## config.mk

```make
export PLATFORM = sky130hd
export DESIGN_NAME = trap_gate
export DESIGN_NICKNAME = d
export VERILOG_FILES = /design/src/rtl/trap_gate_pkg.sv /design/src/rtl/trap_gate_policy.sv /design/src/rtl/trap_gate_store.sv /design/src/rtl/trap_gate.sv
export SDC_FILE = /design/constraint.sdc
export NUM_CORES = 1
export LEC_CHECK = 0
export ABC_CLOCK_PERIOD_IN_PS = 3500
export BUFFER_PORTS_ARGS = -buffer_cell sky130_fd_sc_hd__buf_4
export CORE_MARGIN = 5
export CORE_UTILIZATION = 47
export DETAILED_ROUTE_END_ITERATION = 8
export GPL_TIMING_DRIVEN = 1
export PLACE_DENSITY = 0.79
export REMOVE_ABC_BUFFERS = 1
export SLEW_MARGIN = 20
export SYNTH_ARGS = -nofsm -noshare
export SYNTH_HDL_FRONTEND = slang
export SYNTH_SLANG_ARGS = --single-unit
```

## constraint.sdc

```tcl
create_clock -name clk -period 3.5 [get_ports clk]
set_input_delay 0.175 -clock clk [delete_from_list [all_inputs] [get_ports clk]]
set_output_delay 0.175 -clock clk [all_outputs]
set_load 0.01 [all_outputs]
```

## src/rtl/trap_gate_pkg.sv

```systemverilog
package trap_gate_pkg;
  typedef enum logic [1:0] {
    LVL_USER   = 2'd0,
    LVL_KERNEL = 2'd1,
    LVL_HYP    = 2'd2,
    LVL_MON    = 2'd3
  } level_e;

  typedef enum logic [1:0] {
    RES_ACCESS   = 2'd0,
    RES_REDIRECT = 2'd1,
    RES_TRAP     = 2'd2,
    RES_UNDEF    = 2'd3
  } result_e;

  typedef struct packed {
    logic [1:0] op0;
    logic [2:0] op1;
    logic [3:0] crn;
    logic [3:0] crm;
    logic [2:0] op2;
  } sysenc_t;
endpackage

```

## src/rtl/trap_gate_policy.sv

```systemverilog
module trap_gate_policy
  import trap_gate_pkg::*;
#(
  parameter logic [15:0] SEL_ENC = 16'b11_100_0011_0001_110
) (
  input  sysenc_t    enc,
  input  level_e     level,
  input  logic [2:0] nv,
  input  logic       feat_ok,
  input  logic       has_hyp,
  input  logic       has_mon,
  input  logic       fg_en,
  input  logic       sdd_prio,
  input  logic       sdd_plain,
  output result_e    kind,
  output level_e     target
);
  logic hit;
  assign hit = (enc == sysenc_t'(SEL_ENC));

  always_comb begin
    kind   = RES_UNDEF;
    target = LVL_USER;
    if (feat_ok && hit) begin
      case (level)
        LVL_KERNEL: begin
          if (has_hyp) begin
            if (nv[2] && nv[0]) begin
              kind = RES_REDIRECT;
            end else if (nv[0]) begin
              kind   = RES_TRAP;
              target = LVL_HYP;
            end
          end
        end
        LVL_HYP: begin
          if (has_hyp) begin
            if (has_mon && !fg_en) begin
              if (!sdd_prio && !sdd_plain) begin
                kind   = RES_TRAP;
                target = LVL_MON;
              end
            end else begin
              kind = RES_ACCESS;
            end
          end
        end
        LVL_MON: kind = RES_ACCESS;
        default: kind = RES_UNDEF;
      endcase
    end
  end
endmodule

```

## src/rtl/trap_gate_store.sv

```systemverilog
module trap_gate_store #(
  parameter int DATA_W = 64,
  parameter int LO_MSB = 4,
  parameter int HI_LSB = 17,
  parameter int HI_MSB = 49
) (
  input  logic              clk,
  input  logic              rst_n,
  input  logic              wr_en,
  input  logic [DATA_W-1:0] wdata,
  output logic [DATA_W-1:0] q
);
  logic [DATA_W-1:0] keep;
  logic [DATA_W-1:0] word_d;
  logic [DATA_W-1:0] word_q;

  for (genvar b = 0; b < DATA_W; b++) begin : g_keep
    assign keep[b] = (b <= LO_MSB) || ((b >= HI_LSB) && (b <= HI_MSB));
  end

  always_comb begin
    word_d = word_q;
    if (wr_en) word_d = wdata & keep;
  end

  always_ff @(posedge clk or negedge rst_n) begin
    if (!rst_n) word_q <= '0;
    else        word_q <= word_d;
  end

  assign q = word_q;
endmodule

```

## src/rtl/trap_gate.sv

```systemverilog
module trap_gate
  import trap_gate_pkg::*;
#(
  parameter int          DATA_W      = 64,
  parameter int          LO_MSB      = 4,
  parameter int          HI_LSB      = 17,
  parameter int          HI_MSB      = 49,
  parameter int          OFS_W       = 12,
  parameter int          CLASS_W     = 6,
  parameter logic [11:0] REDIR_OFS   = 12'h1E8,
  parameter logic [5:0]  TRAP_CLASS  = 6'h18
) (
  input  logic               clk,
  input  logic               rst_n,
  input  logic               cfg_feat_ok,
  input  logic               cfg_has_hyp,
  input  logic               cfg_has_mon,
  input  logic               req_valid,
  output logic               req_ready,
  input  logic               req_write,
  input  logic [1:0]         req_op0,
  input  logic [2:0]         req_op1,
  input  logic [3:0]         req_crn,
  input  logic [3:0]         req_crm,
  input  logic [2:0]         req_op2,
  input  logic [1:0]         req_level,
  input  logic [DATA_W-1:0]  req_wdata,
  input  logic [2:0]         nv_bits,
  input  logic               mon_fg_en,
  input  logic               sdd_undef_prio,
  input  logic               sdd_undef,
  output logic               rsp_done,
  output logic [1:0]         rsp_kind,
  output logic [1:0]         rsp_target,
  output logic [CLASS_W-1:0] rsp_class,
  output logic [OFS_W-1:0]   rsp_offset,
  output logic [DATA_W-1:0]  rsp_rdata
);
  localparam logic [OFS_W-1:0]   OFS_V   = OFS_W'(REDIR_OFS);
  localparam logic [CLASS_W-1:0] CLASS_V = CLASS_W'(TRAP_CLASS);

  result_e           pol_kind;
  level_e            pol_target;
  sysenc_t           enc;
  logic              accept;
  logic              wr_en;
  logic [DATA_W-1:0] word;

  logic               ready_q, done_q, done_d;
  logic [1:0]         kind_q, kind_d, tgt_q, tgt_d;
  logic [CLASS_W-1:0] cls_q, cls_d;
  logic [OFS_W-1:0]   ofs_q, ofs_d;
  logic [DATA_W-1:0]  rd_q, rd_d;

  assign enc = '{op0: req_op0, op1: req_op1, crn: req_crn, crm: req_crm, op2: req_op2};

  trap_gate_policy u_policy (
    .enc       (enc),
    .level     (level_e'(req_level)),
    .nv        (nv_bits),
    .feat_ok   (cfg_feat_ok),
    .has_hyp   (cfg_has_hyp),
    .has_mon   (cfg_has_mon),
    .fg_en     (mon_fg_en),
    .sdd_prio  (sdd_undef_prio),
    .sdd_plain (sdd_undef),
    .kind      (pol_kind),
    .target    (pol_target)
  );

  assign accept = req_valid && ready_q;
  assign wr_en  = accept && req_write && (pol_kind == RES_ACCESS) && cfg_has_hyp;

  trap_gate_store #(
    .DATA_W (DATA_W),
    .LO_MSB (LO_MSB),
    .HI_LSB (HI_LSB),
    .HI_MSB (HI_MSB)
  ) u_store (
    .clk   (clk),
    .rst_n (rst_n),
    .wr_en (wr_en),
    .wdata (req_wdata),
    .q     (word)
  );

  always_comb begin
    done_d = accept;
    kind_d = pol_kind;
    tgt_d  = (pol_kind == RES_TRAP) ? pol_target : LVL_USER;
    cls_d  = (pol_kind == RES_TRAP) ? CLASS_V : '0;
    ofs_d  = (pol_kind == RES_REDIRECT) ? OFS_V : '0;
    rd_d   = ((pol_kind == RES_ACCESS) && !req_write && cfg_has_hyp) ? word : '0;
  end

  always_ff @(posedge clk or negedge rst_n) begin
    if (!rst_n) begin
      ready_q <= 1'b0;
      done_q  <= 1'b0;
    end else begin
      ready_q <= 1'b1;
      done_q  <= done_d;
    end
  end

  always_ff @(posedge clk or negedge rst_n) begin
    if (!rst_n) begin
      kind_q <= '0;
      tgt_q  <= '0;
      cls_q  <= '0;
      ofs_q  <= '0;
      rd_q   <= '0;
    end else if (accept) begin
      kind_q <= kind_d;
      tgt_q  <= tgt_d;
      cls_q  <= cls_d;
      ofs_q  <= ofs_d;
      rd_q   <= rd_d;
    end
  end

  assign req_ready  = ready_q;
  assign rsp_done   = done_q;
  assign rsp_kind   = kind_q;
  assign rsp_target = tgt_q;
  assign rsp_class  = cls_q;
  assign rsp_offset = ofs_q;
  assign rsp_rdata  = rd_q;
endmodule

```

# Yosys cells after proc, flatten, opt, wreduce, memory -nomap -nowiden
# Cells that the tools add are included.
# totals
elab_cells	49
ff_bits	126
input_bits	95
out_inout_bits	88
# classes
mux	20
n_reduce_logical	15
eq_ne	6
# op_table
operator	n
two-way mux 50 bit	1
two-way mux 2 bit	13
== test 16 bit (second input constant)	1
logical AND 1 bit	10
two-way mux 9 bit	1
== test 2 bit (second input constant)	3
one-hot mux 2 bit (3 select lines)	1
two-way mux 5 bit	1
== test 2 x 1 -> 1 bit (second input constant)	2
zero test 1 bit	4
one-hot mux 2 bit (2 select lines)	1
zero test 2 bit	1
two-way mux 1 bit	2

# Logic depth before layout (Yosys ltp)
# Gate-level depths: netlist of run 1.
# depth
depth_word	11
ltp_mapped	8
ltp_nobuf	6

# Cells and area by module
# A second synthesis of run 1 with hierarchy kept.
# hier_totals
hier_cells	403
hier_area_um2	5241.3
# by_module_without_submodules
module	seq_area_each_um2	cells_each	area_each_um2	instances
trap_gate	1801.7	269	3357.0	1
trap_gate_store	950.9	107	1691.6	1
trap_gate_policy	0.0	27	192.7	1

# Worst setup path after synthesis of run 1
# Ideal clock, no wire load.
# synth_timing
path_kind	input to register
start	input req_op1[0]
end	register u_store.word_q[30], in the netlist u_store.q[30]
n_path_buf	2
setup_time_ns	0.127
t_arrival_ns	1.794
path_stages	7
t_required_ns	3.373
path_slack_ns	1.579
cell_sequence	and4bb_1 nand3b_1 or3_4 nor4_4 buf_6 buf_6 mux2_1
# synth_via
elab_chain_len	6
# synth_lines
element	line	text
start, declared	trap_gate.sv:22	input logic [2:0] req_op1,
== test 16 bit	trap_gate_policy.sv:19	assign hit = (enc == sysenc_t'(SEL_ENC));
logical AND 1 bit	trap_gate_policy.sv:24	if (feat_ok && hit) begin
two-way mux 2 bit	trap_gate_policy.sv:24	
zero test 2 bit	trap_gate.sv:72	assign wr_en = accept && req_write && (pol_kind == RES_ACCESS) && cfg_has_hyp;
logical AND 1 bit (2 in series)	trap_gate.sv:72	
end signal, assigned	trap_gate_store.sv:28	else word_q <= word_d;
end, declared	trap_gate_store.sv:15	logic [DATA_W-1:0] word_q;
# Every way passes these cells.
# A chain may end at the register's enable or synchronous reset.

# Final worst setup path of run 1
# layout_timing
start	input req_op1[0]
end	register u_store.word_q[45], in the netlist u_store.q[45]
# Same word-level chain as after synthesis.

==> results of run 1 <==
[cell usage in the layout (no fill, tap or decap), types with 2 or more instances in the layout]
cell type	instances
ha_1	3
nand3_1	3
a21o_1	3
inv_1	2
conb_1	38
mux2_1	20
nor2_1	6
bufinv_16	3
clkinvlp_4	3
a31o_2	38
buf_4	123
clkbuf_8	9
mux2_2	18
nand3b_1	3
nand2b_1	2
nor4_4	2
nor3_1	3
and4bb_1	2
and2_1	38
o21ai_0	3
dfrtp_1	84
nand4_1	2
nand2_1	7
[critical path, stage by stage]
cell and delay (ps):
buf_4 100, and4bb_1 250, nand3b_1 120, or3_4 440
nor4_4 240, buf_4 340, mux2_1 370
[state kept, by name, indices dropped and copies added (netlist names)]
name / flops
rsp_target: 2
rsp_kind: 2
rsp_offset: 1
req_ready: 1
rsp_class: 1
u_store.q: 38
rsp_rdata: 38
rsp_done: 1
[cell families after synthesis]
kind of cell / synth area share, %
other: 0.196
adders and majority gates: 0.977
buffers and inverters: 11.1
and+or+nand+nor: 11.5
DFF: 54.7
AOI/OAI and AO/OA: 10.4
muxes: 11.1
[how the worst max path moves through the flow]
stage / start / to / cells past startpoint
finish: req_op1[0] / u_store.q[45]$_DFFE_PN0P_ / 7
global route: req_level[0] / u_store.q[23]$_DFFE_PN0P_ / 7
CTS: req_level[0] / u_store.q[23]$_DFFE_PN0P_ / 7
detailed placement: req_level[0] / u_store.q[28]$_DFFE_PN0P_ / 7
global placement: req_op1[0] / u_store.q[25]$_DFFE_PN0P_ / 7
floorplan: req_ready$_DFF_PN0_ / u_store.q[0]$_DFFE_PN0P_ / 5
[layout make-up]
type / instances / share of cell area [%]
inverter: 3 / 0.230
tap: 105 / 2.69
clock inverter: 6 / 2.30
clock buffer: 10 / 2.61
timing repair buffer: 125 / 19.3
sequential: 84 / 43.0
multi-input combinational: 197 / 29.8
[power groups by stage]
stage,Clock (mW),Sequential [mW],Combinational [mW]
2_1_floorplan,0,0.991,0.0428
3_3_place_gp,0,0.990,0.134
3_5_place_dp,0,0.991,0.137
4_1_cts,0.835,0.971,0.137
5_1_grt,0.873,0.971,0.152
6_report,0.811,0.971,0.137
[routing by layer]
layer	global-route usage (%)	wire [um]	up-vias
met5	0	0	-
met4	6.74	162	0
met1	20.6	3350	1296
met2	26.7	4100	93
li1	-	-	1206
met3	4.79	611	16
[metrics by stage]
stage / std cells / total power [mW] / worst slack [ps] / area, um2 / hold slack [ps]
after floorplan: 284 / 1.03 / 12.9 / 3560 / -121
after global placement: 513 / 1.12 / 1330 / 4630 / 393
after detailed placement: 513 / 1.13 / 1310 / 4630 / 397
after CTS: 529 / 1.94 / 1670 / 4870 / 28.3
after global routing: 530 / 2.00 / 1590 / 4890 / 28.9
final: 530 / 1.92 / 1670 / 4890 / 46.8
==> results.json, run 1 <==
{
  "start_util_pct": 47.5,
  "finalSetupViolations": 0,
  "post-route-util_pct": 60.4,
  "wl_per_cell_um": 15.5,
  "start_kind": "primary input",
  "port_buffers": 118,
  "synthToLayoutAreaGrowth_pct": 27.2,
  "status": "finished clean",
  "synth_cell_types": 31,
  "yosysMostFrequentCell": "dfrtp_1",
  "cts_tree": "yes",
  "clkPwrFrac_pct": 42.2,
  "slew_viol_final": 0,
  "grt_pass1_vias": 2722,
  "r2r_end": "u_store.q[45]$_DFFE_PN0P_",
  "die-area_um2": 10100,
  "rows": 33,
  "r2r_setup_slack_ps": 1810,
  "critPathKind": "primary input to flop",
  "fillers": 665,
  "viasPerCell": 4.93,
  "die_h_um": 100,
  "power_frac_comb_pct": 7.1,
  "ctsLongestPathBuffers": 2,
  "period_share_pct": 52.3,
  "netlist.top_cell.by_area": "dfrtp_1",
  "power_density_nw_per_um2": 393,
  "final_net_count": 518,
  "synth_top_area_share_pct": 54.7,
  "dp_hpwl_um": 5640,
  "chipWidth_um": 100,
  "coreArea_um2": 8090,
  "rr_worst_depth": 6,
  "regArea_um2": 2100,
  "drc_errors": 0,
  "crit_path_end_kind": "flop",
  "r2r_start": "req_ready$_DFF_PN0_",
  "vias": 2611,
  "max_freq_mhz": 546,
  "vdd.ir_drop.worst_v": 0.000243,
  "grt_usage_pct": 16.4,
  "post_cts_buffers": 0,
  "crit_required_ps": 3710,
  "synthCells": 307,
  "antenna_cells": 0,
  "seqPwrFrac_pct": 50.6,
  "hp-class": "primary input to flop",
  "cts-htree-levels": 3,
  "grt_setup_unrepaired": "no",
  "clk_latency_ps": 340,
  "finalHoldViolations": 0,
  "synth_edf_count": 0,
  "ys.flop_type": "dfrtp_1",
  "p_sw_mw": 0.415,
  "overflow": 0,
  "critPathArrivalTime_ps": 2040,
  "grt_max_degree": 85,
  "synthTopCellsByArea": "dfrtp_1, buf_4, a31o_2",
  "cts_hold_buf": 0,
  "yosysWarningCount": 0,
  "leakage_nw": 2.63,
  "multiInputGateArea_um2": 1460,
  "ys_ff_latch": 84,
  "ios": 183,
  "ys_seq_area_share_pct": 54.7,
  "worstMarginPinSlew_ps": 756,
  "drive_gt1_share_pct": 46.6,
  "internal-power_mw": 1.50,
  "cts_resized": 0,
  "clockRootBuffer": "clkbuf_8",
  "crit_fanout": 20,
  "cap_violations": 0,
  "switching_share_pct": 21.6,
  "place_congestion": 0.782,
  "whs_endpoint": "u_store.q[38]$_DFFE_PN0P_",
  "totalWireLength_um": 8220,
  "grt_pass1_wl_um": 13100,
  "skew_ps": 16.0,
  "min_period_ps": 1830,
  "async_flop_share_pct": 100,
  "ant_nets": 0,
  "syn_area_um2": 3840,
  "max-slew-margin-rel_pct": 49.6,
  "cts_inserted_buffers": 9,
  "clkSinkCount": 84,
  "yosys-top-cells-count": "dfrtp_1, buf_4, a31o_2, and2_1, mux2_1",
  "fin_tns_setup_ps": 0,
  "min-delay-start": "req_wdata[38]",
  "syn_avg_cell_area_um2": 12.5,
  "antenna_found_initial": 0,
  "drt-initial-drc-count": 55,
  "hold_depth": 2,
  "cts.clk_slew.worst_paths_ps": 90,
  "drt_first_pass_iters": 4
}
(Power assumes the default switching activity.)
==> inputs of run 2 (changes only) <==
Settings changed: ABC_AREA set to 1, ABC_CLOCK_PERIOD_IN_PS 3500 to 1900, PLACE_DENSITY 0.79 to 0.77.
Clock period 3.5 ns to 1.9 ns, I/O delays scaled along.
==> results.json, run 2 <==
{
  "status": "finished clean",
  "critPathKind": "flop to flop",
  "vdd.ir_drop.worst_v": 0.000408,
  "antenna_found_initial": 0,
  "vias": 3826,
  "cap_violations": 0,
  "finalSetupViolations": 0,
  "drc_errors": 0,
  "start_kind": "flop",
  "cp_slowest_cell": "dfrtp_1",
  "leakage_nw": 3.06,
  "chipWidth_um": 106,
  "fillers": 775,
  "wl_per_cell_um": 13.3,
  "cts.clk_slew.worst_paths_ps": 90,
  "cts_tree": "yes",
  "period_share_pct": 71.6,
  "grt_usage_pct": 19.4,
  "viasPerCell": 4.86,
  "start_util_pct": 48.7,
  "cp_cell_sequence": "nand2_4 -> buf_4 -> nor2_1 -> nand4_1 -> nand2_1",
  "met1_usage_pct": 25.2,
  "yosysMostFrequentCell": "nand2_1",
  "ys_ff_latch": 84,
  "grt_pass1_wl_um": 18100,
  "grt_pass1_vias": 3813,
  "final_net_count": 771,
  "coreArea_um2": 8810,
  "min_period_ps": 1360,
  "cts_inserted_buffers": 9,
  "drt-initial-drc-count": 232,
  "cts-htree-levels": 3,
  "top_usage_layer": "met2",
  "synth_edf_count": 0,
  "synthCells": 547,
  "synthTopCellsByArea": "dfrtp_1, nand2_1, nand4_1",
  "rows": 34,
  "cpPeakStageDelay_ps": 410,
  "slew_viol_final": 0,
  "netlist.top_cell.by_area": "dfrtp_1",
  "synth_cell_types": 21,
  "totalWireLength_um": 10500,
  "critPathArrivalTime_ps": 1600,
  "ant_nets": 0,
  "place_congestion": 0.800,
  "path_buf_inv": 1,
  "power_density_nw_per_um2": 652,
  "ys_seq_area_share_pct": 49.0,
  "synth_top_area_share_pct": 49.0,
  "clk_latency_ps": 340,
  "dpl_cell_area_um2": 5110,
  "dp_hpwl_um": 7000,
  "yosysWarningCount": 0,
  "post_cts_buffers": 0,
  "final_common_cell": "nand2_1",
  "max_freq_mhz": 735,
  "synthToLayoutAreaGrowth_pct": 31.1,
  "worstMarginPinSlew_ps": 530,
  "ys.flop_type": "dfrtp_1",
  "overflow": 0,
  "clkSinkCount": 84,
  "crit_path_end_kind": "flop",
  "skew_ps": 13.4,
  "grt_setup_unrepaired": "no",
  "yosys-top-cells-count": "nand2_1, dfrtp_1, nand4_1, nor2_1, inv_1",
  "drive_gt1_share_pct": 22.3,
  "cp_top_family": "simple AND/OR/NAND/NOR gates",
  "crit_required_ps": 2140,
  "syn_area_um2": 4290,
  "port_buffers": 118,
  "die_h_um": 106,
  "die-area_um2": 11100,
  "dpl_worst_slack_ps": 303,
  "finalHoldViolations": 0,
  "ios": 183,
  "regArea_um2": 2100,
  "total_power_mw": 3.67,
  "grt_use_met3_pct": 4.28,
  "max-slew-margin-rel_pct": 64.7,
  "drt_first_pass_iters": 4,
  "syn_avg_cell_area_um2": 7.84,
  "clockRootBuffer": "clkbuf_8",
  "setup_slack_ps": 539,
  "crit_fanout": 40,
  "fin_area_um2": 5630,
  "hp-class": "primary input to flop",
  "async_flop_share_pct": 100,
  "ctsLongestPathBuffers": 2,
  "multiInputGateArea_um2": 1670,
  "grt_max_degree": 61,
  "layout_common_cells": "nand2_1, buf_4, dfrtp_1",
  "met2_usage_pct": 32.6
}
run 2: where the power goes:
part | internal (mW) | switching [mW] | leakage, nW
Combinational | 0.192 | 0.252 | 1.78
Clock | 0.782 | 0.639 | 0.110
Sequential | 1.80 | 0.00733 | 1.16
Total | 2.77 | 0.899 | 3.06
run 2: final timing paths:
check | start | to | slack (ps) | depth (start not counted)
setup reg to reg | req_ready$_DFF_PN0_ | rsp_rdata[0]$_DFFE_PN0P_ | 540 | 5
max in group asynchronous | rst_n | u_store.q[24]$_DFFE_PN0P_ | 1010 | 3
setup / recovery | req_ready$_DFF_PN0_ | rsp_rdata[0]$_DFFE_PN0P_ | 540 | 5
hold reg to reg | u_store.q[38]$_DFFE_PN0P_ | u_store.q[38]$_DFFE_PN0P_ | 470 | 2
min in group asynchronous | rst_n | rsp_rdata[42]$_DFFE_PN0P_ | 260 | 2
hold / removal | req_wdata[45] | u_store.q[45]$_DFFE_PN0P_ | 10 | 3
run 2: layout make-up:
type / count / share of cell area [%]
Inverter: 51 / 3.40
Tap cell: 108 / 2.40
Antenna cell: 1 / 0.0445
Clock inverter: 5 / 1.51
Multi-Input combinational cell: 369 / 29.7
Sequential cell: 84 / 37.4
Clock buffer: 11 / 2.51
Timing Repair Buffer: 158 / 23.0
run 2: through the flow:
stage / std cells / setup TNS (ps) / hold slack, ps / utilization (%)
finish: 787 / 0 / 13.4 / 63.9
global route: 786 / 0 / 7.15 / 63.9
CTS: 786 / 0 / 0.949 / 63.9
detailed placement: 741 / 0 / 113 / 58.0
global placement: 741 / 0 / 103 / 58.0
floorplan: 504 / -115060 / -201 / -
run 2: routing by layer:
layer  up-vias  routed length, um
met5         -                  0
met4         0                138
met3        14                657
met2       135               5360
met1      1765               4350
li1       1912                  -
run 2: what timing repair did:
item | CTS | global route
endpoints found under the setup margin | 0 | 0
gates resized for setup | 0 | 0
hold endpoints to repair | 67 | 0
hold buffers | 29 | 0
run 2: logic make-up (layout without fill, tap and decap cells):
| family | count (synthesis) | after routing | synth area share, % |
|---|---|---|---|
| other | 2 | 39 | 0.175 |
| buffers and inverters | 130 | 225 | 15.9 |
| adder cells (fa/ha/maj) | 3 | 3 | 0.875 |
| AO/OA/AOI/OAI | 5 | 5 | 0.612 |
| flip-flops | 84 | 84 | 49.0 |
| AND/OR/NAND/NOR | 323 | 323 | 33.4 |
run 2: tightest hold or removal path, cell delays in order:
cell and delay [ps]:
buf_4 80, nand4_1 80, nand2_1 70
